===== config.mk =====
export PLATFORM = sky130hd
export DESIGN_NAME = fpl_legality_top
export DESIGN_NICKNAME = d
export VERILOG_FILES = /design/src/rtl/fpl_pkg.sv /design/src/rtl/fpl_ctrl_check.sv /design/src/rtl/fpl_xfer_check.sv /design/src/rtl/fpl_vec_wrap.sv /design/src/rtl/fpl_legality_top.sv
export SDC_FILE = /design/constraint.sdc
export NUM_CORES = 1
export LEC_CHECK = 0
export ABC_AREA = 1
export CAP_MARGIN = 0
export CORE_MARGIN = 2
export CORE_UTILIZATION = 51
export DETAILED_ROUTE_END_ITERATION = 8
export PLACE_DENSITY_LB_ADDON = 0.1
export REMOVE_ABC_BUFFERS = 1
export SKIP_CTS_REPAIR_TIMING = 1
export SLEW_MARGIN = 5
export SYNTH_ARGS = -nofsm -noshare
export SYNTH_HDL_FRONTEND = slang
export SYNTH_SLANG_ARGS = --single-unit

===== constraint.sdc =====
create_clock -name clk -period 4.24 [get_ports clk]
set_input_delay 1.06 -clock clk [delete_from_list [all_inputs] [get_ports clk]]
set_output_delay 1.06 -clock clk [all_outputs]
set_load 0.005 [all_outputs]

===== src/rtl/fpl_pkg.sv =====
package fpl_pkg;

  typedef enum logic [2:0] {
    RSN_NONE      = 3'd0,
    RSN_RESV_OP   = 3'd1,
    RSN_ADDR_MODE = 3'd2,
    RSN_CREG_NONE = 3'd3,
    RSN_CREG_PRIV = 3'd4,
    RSN_ODD_DREG  = 3'd5,
    RSN_XFER_SPAN = 3'd6,
    RSN_VEC_WRAP  = 3'd7
  } reason_e;

  localparam logic [2:0]  CLS_LDST   = 3'b110;
  localparam logic [2:0]  CLS_COPR   = 3'b111;
  localparam logic [3:0]  COND_NEVER = 4'hF;
  localparam logic [2:0]  CPNUM_HI   = 3'b101;
  localparam logic [3:0]  OP_EXT     = 4'd12;
  localparam logic [3:0]  OP_RESV_LO = 4'd13;
  localparam logic [3:0]  SUB_RESV_LO = 4'd9;
  // one bit per control register number: implemented / privileged-only
  localparam logic [15:0] CREG_IMPL  = 16'h0703;
  localparam logic [15:0] CREG_PRIV  = 16'h0700;

  typedef struct packed {
    logic resv_op;
    logic addr_mode;
    logic creg_none;
    logic creg_priv;
    logic odd_dreg;
    logic xfer_span;
    logic vec_wrap;
  } rule_hits_t;

endpackage


===== src/rtl/fpl_ctrl_check.sv =====
module fpl_ctrl_check #(
  parameter logic [15:0] IMPL_MASK = 16'h0703,
  parameter logic [15:0] PRIV_MASK = 16'h0700
) (
  input  logic       is_move,
  input  logic       user_mode,
  input  logic [3:0] creg,
  output logic       creg_none,
  output logic       creg_priv
);
  logic impl_bit, priv_bit;

  always_comb begin
    impl_bit  = IMPL_MASK[creg];
    priv_bit  = PRIV_MASK[creg];
    creg_none = is_move & ~impl_bit;
    creg_priv = is_move & impl_bit & priv_bit & user_mode;
  end
endmodule


===== src/rtl/fpl_xfer_check.sv =====
module fpl_xfer_check #(
  parameter int NUM_SREG = 32,
  parameter int REG_W    = 5,
  parameter int CNT_W    = 6
) (
  input  logic             is_ldst,
  input  logic             p_bit,
  input  logic             u_bit,
  input  logic             w_bit,
  input  logic             is_dbl,
  input  logic [REG_W-1:0] start_reg,
  input  logic [CNT_W-1:0] xfer_cnt,
  output logic             addr_bad,
  output logic             span_bad
);
  localparam int SUM_W = ((REG_W > CNT_W) ? REG_W : CNT_W) + 2;
  localparam logic [SUM_W-1:0] LIM_SGL = SUM_W'(NUM_SREG);
  localparam logic [SUM_W-1:0] LIM_DBL = SUM_W'(NUM_SREG / 2);
  localparam logic [SUM_W-1:0] CNT_MAX = SUM_W'(NUM_SREG);

  logic [SUM_W-1:0] cnt_ext, end_reg, limit;
  logic             multi;

  always_comb begin
    cnt_ext  = SUM_W'(xfer_cnt);
    end_reg  = SUM_W'(start_reg) + cnt_ext;
    limit    = is_dbl ? LIM_DBL : LIM_SGL;
    addr_bad = is_ldst & ((~p_bit & ~u_bit) | (p_bit & u_bit & w_bit));
    multi    = is_ldst & ~addr_bad & (~p_bit | w_bit);
    span_bad = multi & ((cnt_ext == '0) | (cnt_ext > CNT_MAX) | (end_reg > limit));
  end
endmodule


===== src/rtl/fpl_vec_wrap.sv =====
module fpl_vec_wrap #(
  parameter int MAX_ELEM = 8,
  parameter int BANK     = 8,
  localparam int LEN_W   = $clog2(MAX_ELEM),
  localparam int IDX_W   = $clog2(BANK)
) (
  input  logic             is_dbl,
  input  logic             stride2,
  input  logic [IDX_W-1:0] base,
  input  logic [LEN_W-1:0] len,
  output logic             wrap
);
  logic [2:0]       step;
  logic [IDX_W-1:0] idx [MAX_ELEM];
  logic [MAX_ELEM-1:0][MAX_ELEM-1:0] pair_hit;

  always_comb begin
    step = 3'd1;
    if (stride2) step = step << 1;
    if (is_dbl)  step = step << 1;
    for (int e = 0; e < MAX_ELEM; e++)
      idx[e] = IDX_W'(int'(base) + e * int'(step));
  end

  // element a collides with any earlier element b while a is inside the vector
  for (genvar a = 0; a < MAX_ELEM; a++) begin : g_row
    for (genvar b = 0; b < MAX_ELEM; b++) begin : g_col
      if (b < a) begin : g_cmp
        assign pair_hit[a][b] = ((LEN_W+1)'(a) <= {1'b0, len}) && (idx[a] == idx[b]);
      end else begin : g_off
        assign pair_hit[a][b] = 1'b0;
      end
    end
  end

  assign wrap = |pair_hit;
endmodule


===== src/rtl/fpl_legality_top.sv =====
module fpl_legality_top
  import fpl_pkg::*;
#(
  parameter int NUM_SREG = 32,
  parameter int CNT_W    = 6,
  parameter int MAX_ELEM = 8,
  parameter int BANK     = 8,
  localparam int REG_W   = $clog2(NUM_SREG),
  localparam int LEN_W   = $clog2(MAX_ELEM)
) (
  input  logic             clk,
  input  logic             rst,
  input  logic             in_valid,
  input  logic [31:0]      instr,
  input  logic             user_mode,
  input  logic             is_dbl,
  input  logic [REG_W-1:0] start_reg,
  input  logic [CNT_W-1:0] xfer_cnt,
  input  logic [LEN_W-1:0] vec_len,
  input  logic             vec_stride2,
  output logic             out_valid,
  output logic             undef,
  output logic             unpred,
  output logic [2:0]       reason
);
  localparam int IDX_W = $clog2(BANK);

  logic [2:0] cls;
  logic [3:0] opcode;
  logic       is_ldst, is_copr, is_move, is_arith, cp_ok, vec_on;
  logic       addr_bad, span_bad, creg_none, creg_priv, wrap_raw;
  rule_hits_t hits;
  reason_e    rsn_n;
  logic       undef_n, unpred_n;

  always_comb begin
    cls      = instr[27:25];
    opcode   = {instr[24], instr[21:20], instr[6]};
    is_ldst  = (cls == CLS_LDST);
    is_copr  = (cls == CLS_COPR);
    is_move  = is_copr & instr[4];
    is_arith = is_copr & ~instr[4];
    cp_ok    = (instr[11:9] == CPNUM_HI);
    vec_on   = is_arith & (vec_len != '0) & (instr[15:14] != 2'b00);
  end

  fpl_ctrl_check #(
    .IMPL_MASK (CREG_IMPL),
    .PRIV_MASK (CREG_PRIV)
  ) u_ctrl (
    .is_move   (is_move),
    .user_mode (user_mode),
    .creg      (instr[19:16]),
    .creg_none (creg_none),
    .creg_priv (creg_priv)
  );

  fpl_xfer_check #(
    .NUM_SREG (NUM_SREG),
    .REG_W    (REG_W),
    .CNT_W    (CNT_W)
  ) u_xfer (
    .is_ldst   (is_ldst),
    .p_bit     (instr[24]),
    .u_bit     (instr[23]),
    .w_bit     (instr[21]),
    .is_dbl    (is_dbl),
    .start_reg (start_reg),
    .xfer_cnt  (xfer_cnt),
    .addr_bad  (addr_bad),
    .span_bad  (span_bad)
  );

  fpl_vec_wrap #(
    .MAX_ELEM (MAX_ELEM),
    .BANK     (BANK)
  ) u_vec (
    .is_dbl  (is_dbl),
    .stride2 (vec_stride2),
    .base    (IDX_W'({instr[13:12], instr[22]})),
    .len     (vec_len),
    .wrap    (wrap_raw)
  );

  always_comb begin
    hits.resv_op   = (instr[31:28] == COND_NEVER) | ~(is_ldst | is_copr) | ~cp_ok |
                     (is_arith & ((opcode >= OP_RESV_LO) |
                                  ((opcode == OP_EXT) & (instr[3:0] >= SUB_RESV_LO))));
    hits.addr_mode = addr_bad;
    hits.creg_none = creg_none;
    hits.creg_priv = creg_priv;
    hits.odd_dreg  = is_arith & is_dbl & (instr[22] | instr[7] | instr[5]);
    hits.xfer_span = span_bad;
    hits.vec_wrap  = vec_on & wrap_raw;

    if      (hits.resv_op)   rsn_n = RSN_RESV_OP;
    else if (hits.addr_mode) rsn_n = RSN_ADDR_MODE;
    else if (hits.creg_none) rsn_n = RSN_CREG_NONE;
    else if (hits.creg_priv) rsn_n = RSN_CREG_PRIV;
    else if (hits.odd_dreg)  rsn_n = RSN_ODD_DREG;
    else if (hits.xfer_span) rsn_n = RSN_XFER_SPAN;
    else if (hits.vec_wrap)  rsn_n = RSN_VEC_WRAP;
    else                     rsn_n = RSN_NONE;

    undef_n  = hits.resv_op | hits.addr_mode | hits.creg_none | hits.creg_priv | hits.odd_dreg;
    unpred_n = ~undef_n & (hits.xfer_span | hits.vec_wrap);
  end

  always_ff @(posedge clk) begin
    if (rst) begin
      out_valid <= 1'b0;
      undef     <= 1'b0;
      unpred    <= 1'b0;
      reason    <= 3'd0;
    end else begin
      out_valid <= in_valid;
      undef     <= in_valid & undef_n;
      unpred    <= in_valid & unpred_n;
      reason    <= in_valid ? rsn_n : RSN_NONE;
    end
  end
endmodule


==> impl_metrics.ini, run 1 <==
[layout]
syn2layout_area_growth_pct = 37.09
final_cell_count_no_fill = 430
fin_nets = 456
drive_gt1_share_pct = 5.208
num_antenna_cells = 0

[worst_setup_path]
slowest_delay_ns = 0.70
crit_start = is_dbl
crit_top_cell = nand2_1
path_cells = clkdlybuf4s50_1 -> inv_1 -> ha_1 -> fa_1 -> o21ai_0 -> nor2_1 -> nand2_1 -> nand2_1 -> nand2_1 -> nand2_1 -> nor2_1 -> nand2_1 -> nand2_1 -> nand3_1 -> o21ai_2 -> nand2_1 -> nand2_1 -> a21oi_1
crit_path_end = reason[1]$_SDFF_PP0_
endpoint_kind = flop
slowest_stage = fa_1
critPathLaunchType = input pin
path_class = in -> reg
worstPathArrival_ns = 4.12
required_ns = 4.41
cp_max_fo = 7

[place]
io_buffers = 56
hpwl_mm = 4.135
dp.cells = 427
gp_congestion = 0.9574

[logic_synthesis]
synth.top_cell.area_share_pct = 25.61
yosysSeqAreaShare_pct = 6.887
synthSimpleGateAreaFrac_pct = 51.87
yosysUniqueCellTypes = 32
synth_top_family_by_area = simple AND/OR/NAND/NOR gates
synth_xor_area_share_pct = 5.022
synth_cells = 324
yosysWarnings = 0
synth_fa_ha_area_share_pct = 14.20
synth_top_cell_by_area = nand2_1
synthTopCellsByCount = nand2_1 (119), inv_1 (43), nand3_1 (36)
synth_area_leaders = nand2_1 (26%), ha_1 (11%), nand3_1 (10%)
synth-compound-area-share_pct = 10.76
yosysMostFrequentCell = nand2_1
synthMuxAreaShare_pct = 0
ys_async_sr_fraction_pct = 0
synth-seq-cells = 6
synth.avg_cell_area_um2 = 5.383
synthFlopType = dfxtp_1
synth_edf_count = 0
netlist_area_mm2 = 0.001744

[routing]
drtAntennaViolNets = 0
post_drt_wl_per_cell_um = 11.29
vias = 2248
drc = 0
drtPass1Iterations = 5
drtIter0Drc = 125
finalWirelength_mm = 4.855
routed_via_density = 5.228

[power_and_ir_drop]
vdd_ir_drop_max_v = 0.00008454
powerDensity_mw_per_mm2 = 178.5
power.leakage_uw = 0.001236

[grt]
grt_antenna_before_repair = 0
grt_pass1_vias = 2140
grt_usage_pct = 26.43
grt_start_max_net_pins = 12
grt-ovfl-total = 0
grt_pass1_wl_mm = 8.756

[die]
die_y_um = 62.48
rows = 21
dieWidth_um = 62.48
io_pins = 58
core_region_area_mm2 = 0.003311
fp.dieArea_mm2 = 0.003904
initial_core_util_pct = 52.68

[timing]
slew-limit-headroom_pct = 50.12
hold_ws_ns = 1.389
finalHoldViolCount = 0
fin_crit_ns = 3.944
post-route-period-util_pct = 93.02
max_slew.worst_pin.slew_ns = 0.7388
finalSetupViolCount = 0
drv_slew = 0
grt_setup_unrepaired = false
clock.fmax_mhz = 253.5
setup_tns_ns = 0

[clock_network]
clk_pin_slew_ns = 0.04
cts_tree = done
cts-root-buf = clkbuf_4
cts_sinks = 6
cts_buffer_depth = 2
numCtsBuffers = 3
h-tree-depth = 1

[run_status]
status = complete, no violations

[worst_hold_path]
worst_hold_path_type = in -> reg

[flow_run]
drv_cap = 0
[per-layer routing]
| metal | up-vias | share of wire [%] | global-route usage, % |
|---|---|---|---|
| met5 | - | 0 | 0 |
| met4 | 0 | 1.4 | 6.389 |
| met3 | 8 | 7.0 | 2.523 |
| met2 | 98 | 48 | 47.98 |
| met1 | 978 | 44 | 33.41 |
| li1 | 1164 | - | - |
[placed cells by master (no fill, tap or decap), drive strengths merged]
cell type      count
nand2            126
clkdlybuf4s50     56
inv               46
nand3             38
nor2              31
ha                15
a21oi             13
o21ai             13
xor2               8
dfxtp              6
nor3b              5
nand4              4
buf                4
nor3               3
fa                 3
clkbuf             3
xnor2              2
a211oi             1
a21o               1
a31oi              1
a32oi              1
o211ai             1
o311ai             1
o31ai              1
nand3b             1
[flip-flops by register name, indices dropped and copies added (netlist names)]
name and count:
undef 1, out_valid 1, reason 3, unpred 1
[critical path: cells and delay by family]
family,cells,cell delay (ns)
adders and majority gates,2,1.14
and+or+nand+nor,11,0.95
buffers and inverters,2,0.61
AOI/OAI and AO/OA,3,0.37
[worst min-delay path by stage]
stage,startpoint,end,slack (ns),cells past startpoint
after floorplan,rst,out_valid$_SDFF_PP0_,1.16,1
after global placement,in_valid,out_valid$_SDFF_PP0_,1.64,3
after detailed placement,in_valid,out_valid$_SDFF_PP0_,1.65,3
after CTS,in_valid,out_valid$_SDFF_PP0_,1.39,3
after global routing,in_valid,out_valid$_SDFF_PP0_,1.40,3
final,in_valid,out_valid$_SDFF_PP0_,1.39,3
[through the flow]
stage	setup slack, ns	cell area (um^2)	util [%]	power (uW)
finish	0.2960	2391	72.22	426.7
floorplan	1.014	1720	-	266.5
CTS	0.3302	2391	72.22	421.9
global placement	0.1455	2369	71.54	363.5
detailed placement	0.08103	2369	71.54	369.6
global route	0.06228	2391	72.22	475.1
[area by class of cell]
cell class | instances | area [um^2]
multi-input combinational | 269 | 1428
fill | 312 | 919.6
timing repair buffer | 60 | 590.6
inverter | 46 | 172.7
sequential | 6 | 120.1
tap | 46 | 57.56
clock buffer | 3 | 22.52
[cell families after synthesis]
family / after synthesis
AND/OR/NAND/NOR: 208
buffers and inverters: 49
AO/OA/AOI/OAI: 33
adder cells (fa/ha/maj): 18
XOR/XNOR: 10
flip-flops: 6
[power breakdown]
group | internal (uW) | switching [uW]
Clock | 31.9 | 19.1
Sequential | 58.3 | 0.417
Combinational | 138 | 179
No activity file was read; power rests on OpenSTA's default activity.
==> run 2, diff against run 1 <==
--- a/config.mk
+++ b/config.mk
@@ -5,12 +5,11 @@
 export SDC_FILE = /design/constraint.sdc
 export NUM_CORES = 1
 export LEC_CHECK = 0
-export ABC_AREA = 1
 export CAP_MARGIN = 0
 export CORE_MARGIN = 2
-export CORE_UTILIZATION = 51
+export CORE_UTILIZATION = 49
 export DETAILED_ROUTE_END_ITERATION = 8
-export PLACE_DENSITY_LB_ADDON = 0.1
+export PLACE_DENSITY = 0.94
 export REMOVE_ABC_BUFFERS = 1
 export SKIP_CTS_REPAIR_TIMING = 1
 export SLEW_MARGIN = 5
==> run 2 against run 1 <==
Net effect:
- die area shrank 6.1%
- highest routed layer unchanged
- setup slack gained 0.040 ns
- sequential power is essentially flat
- maximum frequency grew 1.0%
- non-clock buffer count grew 3
- area after synthesis shrank 10%
- core utilization grew 0.073 points
==> impl_metrics.ini, run 2 <==
[run_status]
status = complete, no violations

[routing]
drtIter0Drc = 124
vias = 1655
finalWirelength_mm = 4.079
post_drt_wl_per_cell_um = 13.60
drtAntennaViolNets = 0
drc = 0
routed_via_density = 5.517
drtPass1Iterations = 4

[logic_synthesis]
synth-seq-cells = 6
synth.top_cell.area_share_pct = 11.98
yosysSeqAreaShare_pct = 7.668
synth_cells = 198
synth_top_cell_by_area = ha_1
netlist_area_mm2 = 0.001567
synth_edf_count = 0
yosysUniqueCellTypes = 57
synth.avg_cell_area_um2 = 7.912
ys_async_sr_fraction_pct = 0
yosysWarnings = 0
synthTopCellsByCount = inv_1 (17), xnor2_1 (17), ha_1 (15)
synthFlopType = dfxtp_1
synth_area_leaders = ha_1 (12%), xnor2_1 (9.5%), dfxtp_1 (7.7%)

[worst_setup_path]
crit_path_end = unpred$_SDFF_PP0_
worstPathArrival_ns = 4.06
endpoint_kind = flop
required_ns = 4.40
path_class = in -> reg
crit_start = is_dbl
cp_max_fo = 5
critPathLaunchType = input pin

[layout]
nFillCells = 250
largest_reg_flops = 3
syn2layout_area_growth_pct = 40.89
regMostFlops = reason
final_cell_mix = clkdlybuf4s50_1 (56), inv_1 (17), xnor2_1 (17)
drive_gt1_share_pct = 7.422
num_antenna_cells = 0
fin_nets = 328
final_common_cell = clkdlybuf4s50_1

[die]
dieWidth_um = 60.54
fp.dieArea_mm2 = 0.003665
io_pins = 58
die_y_um = 60.54
core_region_area_mm2 = 0.003053
initial_core_util_pct = 51.31
rows = 20

[clock_network]
clk_pin_slew_ns = 0.04
cts_buffer_depth = 2
cts_tree = done
h-tree-depth = 1
cts-root-buf = clkbuf_4
cts_sinks = 6
numCtsBuffers = 3

[grt]
grt_usage_pct = 23.59
grt-ovfl-total = 0
grt_pass1_wl_mm = 6.596
grt_start_max_net_pins = 13
grt_antenna_before_repair = 0
grt_pass1_vias = 1602

[timing]
finalHoldViolCount = 0
grt_setup_unrepaired = false
fin_crit_ns = 3.904
finalSetupViolCount = 0
drv_slew = 0
slew-limit-headroom_pct = 63.64
post-route-period-util_pct = 92.08
max_slew.worst_pin.slew_ns = 0.5454
hold_ws_ns = 1.470
clock.fmax_mhz = 256.1
setup_tns_ns = 0

[power_and_ir_drop]
powerDensity_mw_per_mm2 = 181.3
vdd_ir_drop_max_v = 0.00007239
power.leakage_uw = 0.0008923

[worst_hold_path]
worst_hold_path_type = in -> reg

[place]
gp_congestion = 0.8835
io_buffers = 56
hpwl_mm = 3.513

[flow_run]
drv_cap = 0
[run 2: cell count changes in the layout (fill, tap and decap cells not counted), sizes merged, moves of 5 or more]
cell / previous run / this run
nand2: 126 / 12
nand3: 38 / 5
inv: 46 / 17
nor2: 31 / 9
xnor2: 2 / 19
nor3: 3 / 9
o21ai: 13 / 7
a31oi: 1 / 6
nor2b: 0 / 5
[run 2: area by class of cell]
class | count | area, um^2 | area share [%]
inverter | 17 | 63.81 | 2.891
sequential | 6 | 120.1 | 5.442
timing repair buffer | 63 | 613.1 | 27.78
multi-input combinational | 167 | 1333 | 60.37
tap | 44 | 55.05 | 2.494
clock buffer | 3 | 22.52 | 1.020
[run 2: metrics by stage]
stage	util [%]	worst slack, ns	instances	instance area, um^2	total power, uW
6_report	72.30	0.3358	300	2207	400.2
5_1_grt	72.30	0.1262	300	2207	437.2
4_1_cts	72.30	0.3612	300	2207	401.5
3_5_place_dp	71.56	0.1186	297	2185	349.1
3_3_place_gp	71.56	0.2128	297	2185	337.4
2_1_floorplan	-	0.7051	190	1516	247.2
[run 2: logic make-up after synthesis]
kind of cell | Yosys count | synth area share, %
AND/OR/NAND/NOR | 60 | 20.69
multiplexers | 4 | 2.636
flip-flops | 6 | 7.668
buffers and inverters | 25 | 7.268
XOR/XNOR | 32 | 20.61
AO/OA/AOI/OAI | 53 | 25.32
adder cells (fa/ha/maj) | 18 | 15.81
[run 2: worst min path at each step]
stage	start	endpoint	slack [ns]	cells past startpoint
floorplan	in_valid	out_valid$_SDFF_PP0_	1.22	2
global placement	in_valid	out_valid$_SDFF_PP0_	1.69	3
detailed placement	in_valid	out_valid$_SDFF_PP0_	1.71	3
CTS	in_valid	out_valid$_SDFF_PP0_	1.46	3
global route	in_valid	reason[0]$_SDFF_PP0_	1.46	3
finish	in_valid	out_valid$_SDFF_PP0_	1.47	3
[run 2: worst max-delay path, cell delays in order]
cell and delay (ns):
clkdlybuf4s50_1 0.47, inv_1 0.06, ha_1 0.37, fa_1 0.52, xnor2_1 0.40, or3b_1 0.39, a31oi_1 0.19, o2111ai_1 0.13
o2111ai_1 0.15, o21ai_2 0.12, a211oi_2 0.20
[run 2: power by group]
group          internal, uW  total, uW  switching (uW)
logic                   152        292             140
clock network          31.8       49.6            17.8
registers              58.3       58.6           0.323
[run 2: layer usage]
metal | GRT usage, % | share of wire, % | up-vias
li1 | - | - | 835
met1 | 26.98 | 39 | 756
met2 | 45.34 | 54 | 58
met3 | 2.559 | 5.3 | 6
met4 | 7.764 | 1.3 | 0
met5 | 0 | 0 | -
==> run 3, diff against run 2 <==
--- a/config.mk
+++ b/config.mk
@@ -6,13 +6,13 @@
 export NUM_CORES = 1
 export LEC_CHECK = 0
 export CAP_MARGIN = 0
-export CORE_MARGIN = 2
 export CORE_UTILIZATION = 49
 export DETAILED_ROUTE_END_ITERATION = 8
+export GPL_TIMING_DRIVEN = 1
 export PLACE_DENSITY = 0.94
 export REMOVE_ABC_BUFFERS = 1
 export SKIP_CTS_REPAIR_TIMING = 1
-export SLEW_MARGIN = 5
+export SLEW_MARGIN = 25
 export SYNTH_ARGS = -nofsm -noshare
 export SYNTH_HDL_FRONTEND = slang
 export SYNTH_SLANG_ARGS = --single-unit
==> run 3 against run 2 <==
Net effect:
- die area decreased by 6.5%
- sequential power about the same
- maximum frequency increased by 0.16%
- largest power group unchanged
- global-route usage increased by 0.30 points
==> impl_metrics.ini, run 3 (synthesized netlist as in run 2, its figures left out) <==
[die]
rows = 20
fp.dieArea_mm2 = 0.003427
dieWidth_um = 58.54
io_pins = 58
initial_core_util_pct = 51.31
die_y_um = 58.54
core_region_area_mm2 = 0.003053

[timing]
setup_tns_ns = 0
finalHoldViolCount = 0
drv_slew = 0
slew-limit-headroom_pct = 64.16
clock.fmax_mhz = 256.6
max_slew.worst_pin.slew_ns = 0.5376
post-route-period-util_pct = 91.93
finalSetupViolCount = 0
grt_setup_unrepaired = false
fin_crit_ns = 3.898

[clock_network]
clk_pin_slew_ns = 0.04
h-tree-depth = 1
cts_tree = done
cts_sinks = 6
cts-root-buf = clkbuf_4
numCtsBuffers = 3
cts_buffer_depth = 2

[worst_setup_path]
worstPathArrival_ns = 4.06
cpLargestDelayFamily = adder cells
path_cells = clkdlybuf4s50_1 -> inv_1 -> ha_1 -> fa_1 -> xnor2_1 -> or3b_1 -> a31oi_1 -> o2111ai_1 -> o2111ai_1 -> o21ai_2 -> a211oi_2
cp.buffers_inverters = 2
required_ns = 4.40
cp_max_fo = 5
slowest_delay_ns = 0.51
crit_start = is_dbl
endpoint_kind = flop
slowest_stage = fa_1
critPathLaunchType = input pin
crit_top_cell = o2111ai_1
path_class = in -> reg

[routing]
vias = 1636
drtPass1Iterations = 4
routed_via_density = 5.453
drc = 0
drtAntennaViolNets = 0
finalWirelength_mm = 3.885
post_drt_wl_per_cell_um = 12.95
drtIter0Drc = 91

[layout]
final_common_cell = clkdlybuf4s50_1
syn2layout_area_growth_pct = 40.89
final_cell_mix = clkdlybuf4s50_1 (56), inv_1 (17), xnor2_1 (17)
fin_nets = 328
largest_reg_flops = 3
num_antenna_cells = 0
regMostFlops = reason
design_area_mm2 = 0.002207
nFillCells = 239
drive_gt1_share_pct = 7.422

[place]
hpwl_mm = 3.310
io_buffers = 56
gp_congestion = 0.8883
placed_cell_area_mm2 = 0.002185

[grt]
grt_usage_pct = 23.89
grt-ovfl-total = 0
grt_antenna_before_repair = 0
grt_pass1_wl_mm = 6.417
grt_pass1_vias = 1568
grt_start_max_net_pins = 13

[power_and_ir_drop]
p_total_uw = 400.1
vdd_ir_drop_max_v = 0.00006722
powerDensity_mw_per_mm2 = 181.3
power.leakage_uw = 0.0008923

[worst_hold_path]
hp-start = in_valid
worst_hold_path_type = in -> reg
whs_endpoint = out_valid$_SDFF_PP0_
min_path_cells = 3

[run_status]
status = complete, no violations

[flow_run]
drv_cap = 0
-- run 3: cell counts in the layout (fill, tap and decap cells not counted) --
No cell type changed its count.
-- run 3: worst max path at each step --
| stage | cells past startpoint | to |
|---|---|---|
| 3_3_place_gp | 11 | unpred$_SDFF_PP0_ |
| 6_report | 11 | unpred$_SDFF_PP0_ |
| 4_1_cts | 11 | unpred$_SDFF_PP0_ |
| 3_5_place_dp | 11 | unpred$_SDFF_PP0_ |
| 2_1_floorplan | 10 | unpred$_SDFF_PP0_ |
| 5_1_grt | 13 | reason[0]$_SDFF_PP0_ |
-- run 3: cell type report --
| class | count | area, um^2 | area share, % |
|---|---|---|---|
| well taps | 44 | 55.05 | 2.494 |
| multi-input cells | 167 | 1333 | 60.37 |
| clock buffers | 3 | 22.52 | 1.020 |
| inverters | 17 | 63.81 | 2.891 |
| flip-flops and latches | 6 | 120.1 | 5.442 |
| repair buffers | 63 | 613.1 | 27.78 |
-- run 3: through the flow --
stage	hold WS [ns]	setup slack, ns	utilization, %	instances
final	1.462	0.3422	72.30	300
after global routing	1.478	0.1913	72.30	300
after CTS	1.462	0.3634	72.30	300
after detailed placement	1.709	0.1179	71.56	297
after global placement	1.685	0.1920	71.56	297
after floorplan	1.216	0.7051	-	190
-- run 3: power breakdown --
group	switching [uW]	leakage (uW)	internal (uW)
Combinational	140	0.000829	152
Clock	17.6	0.0000138	31.8
Sequential	0.315	0.0000491	58.3
-- run 3: layer usage --
metal	GRT usage (%)	wire, um	part of all wire [%]	vias to the layer above
li1	-	-	-	838
met1	28.67	1667	43	736
met2	45.98	2002	52	60
met3	1.758	201	5.2	2
met4	5.442	13	0.33	0
met5	0	0	0	-
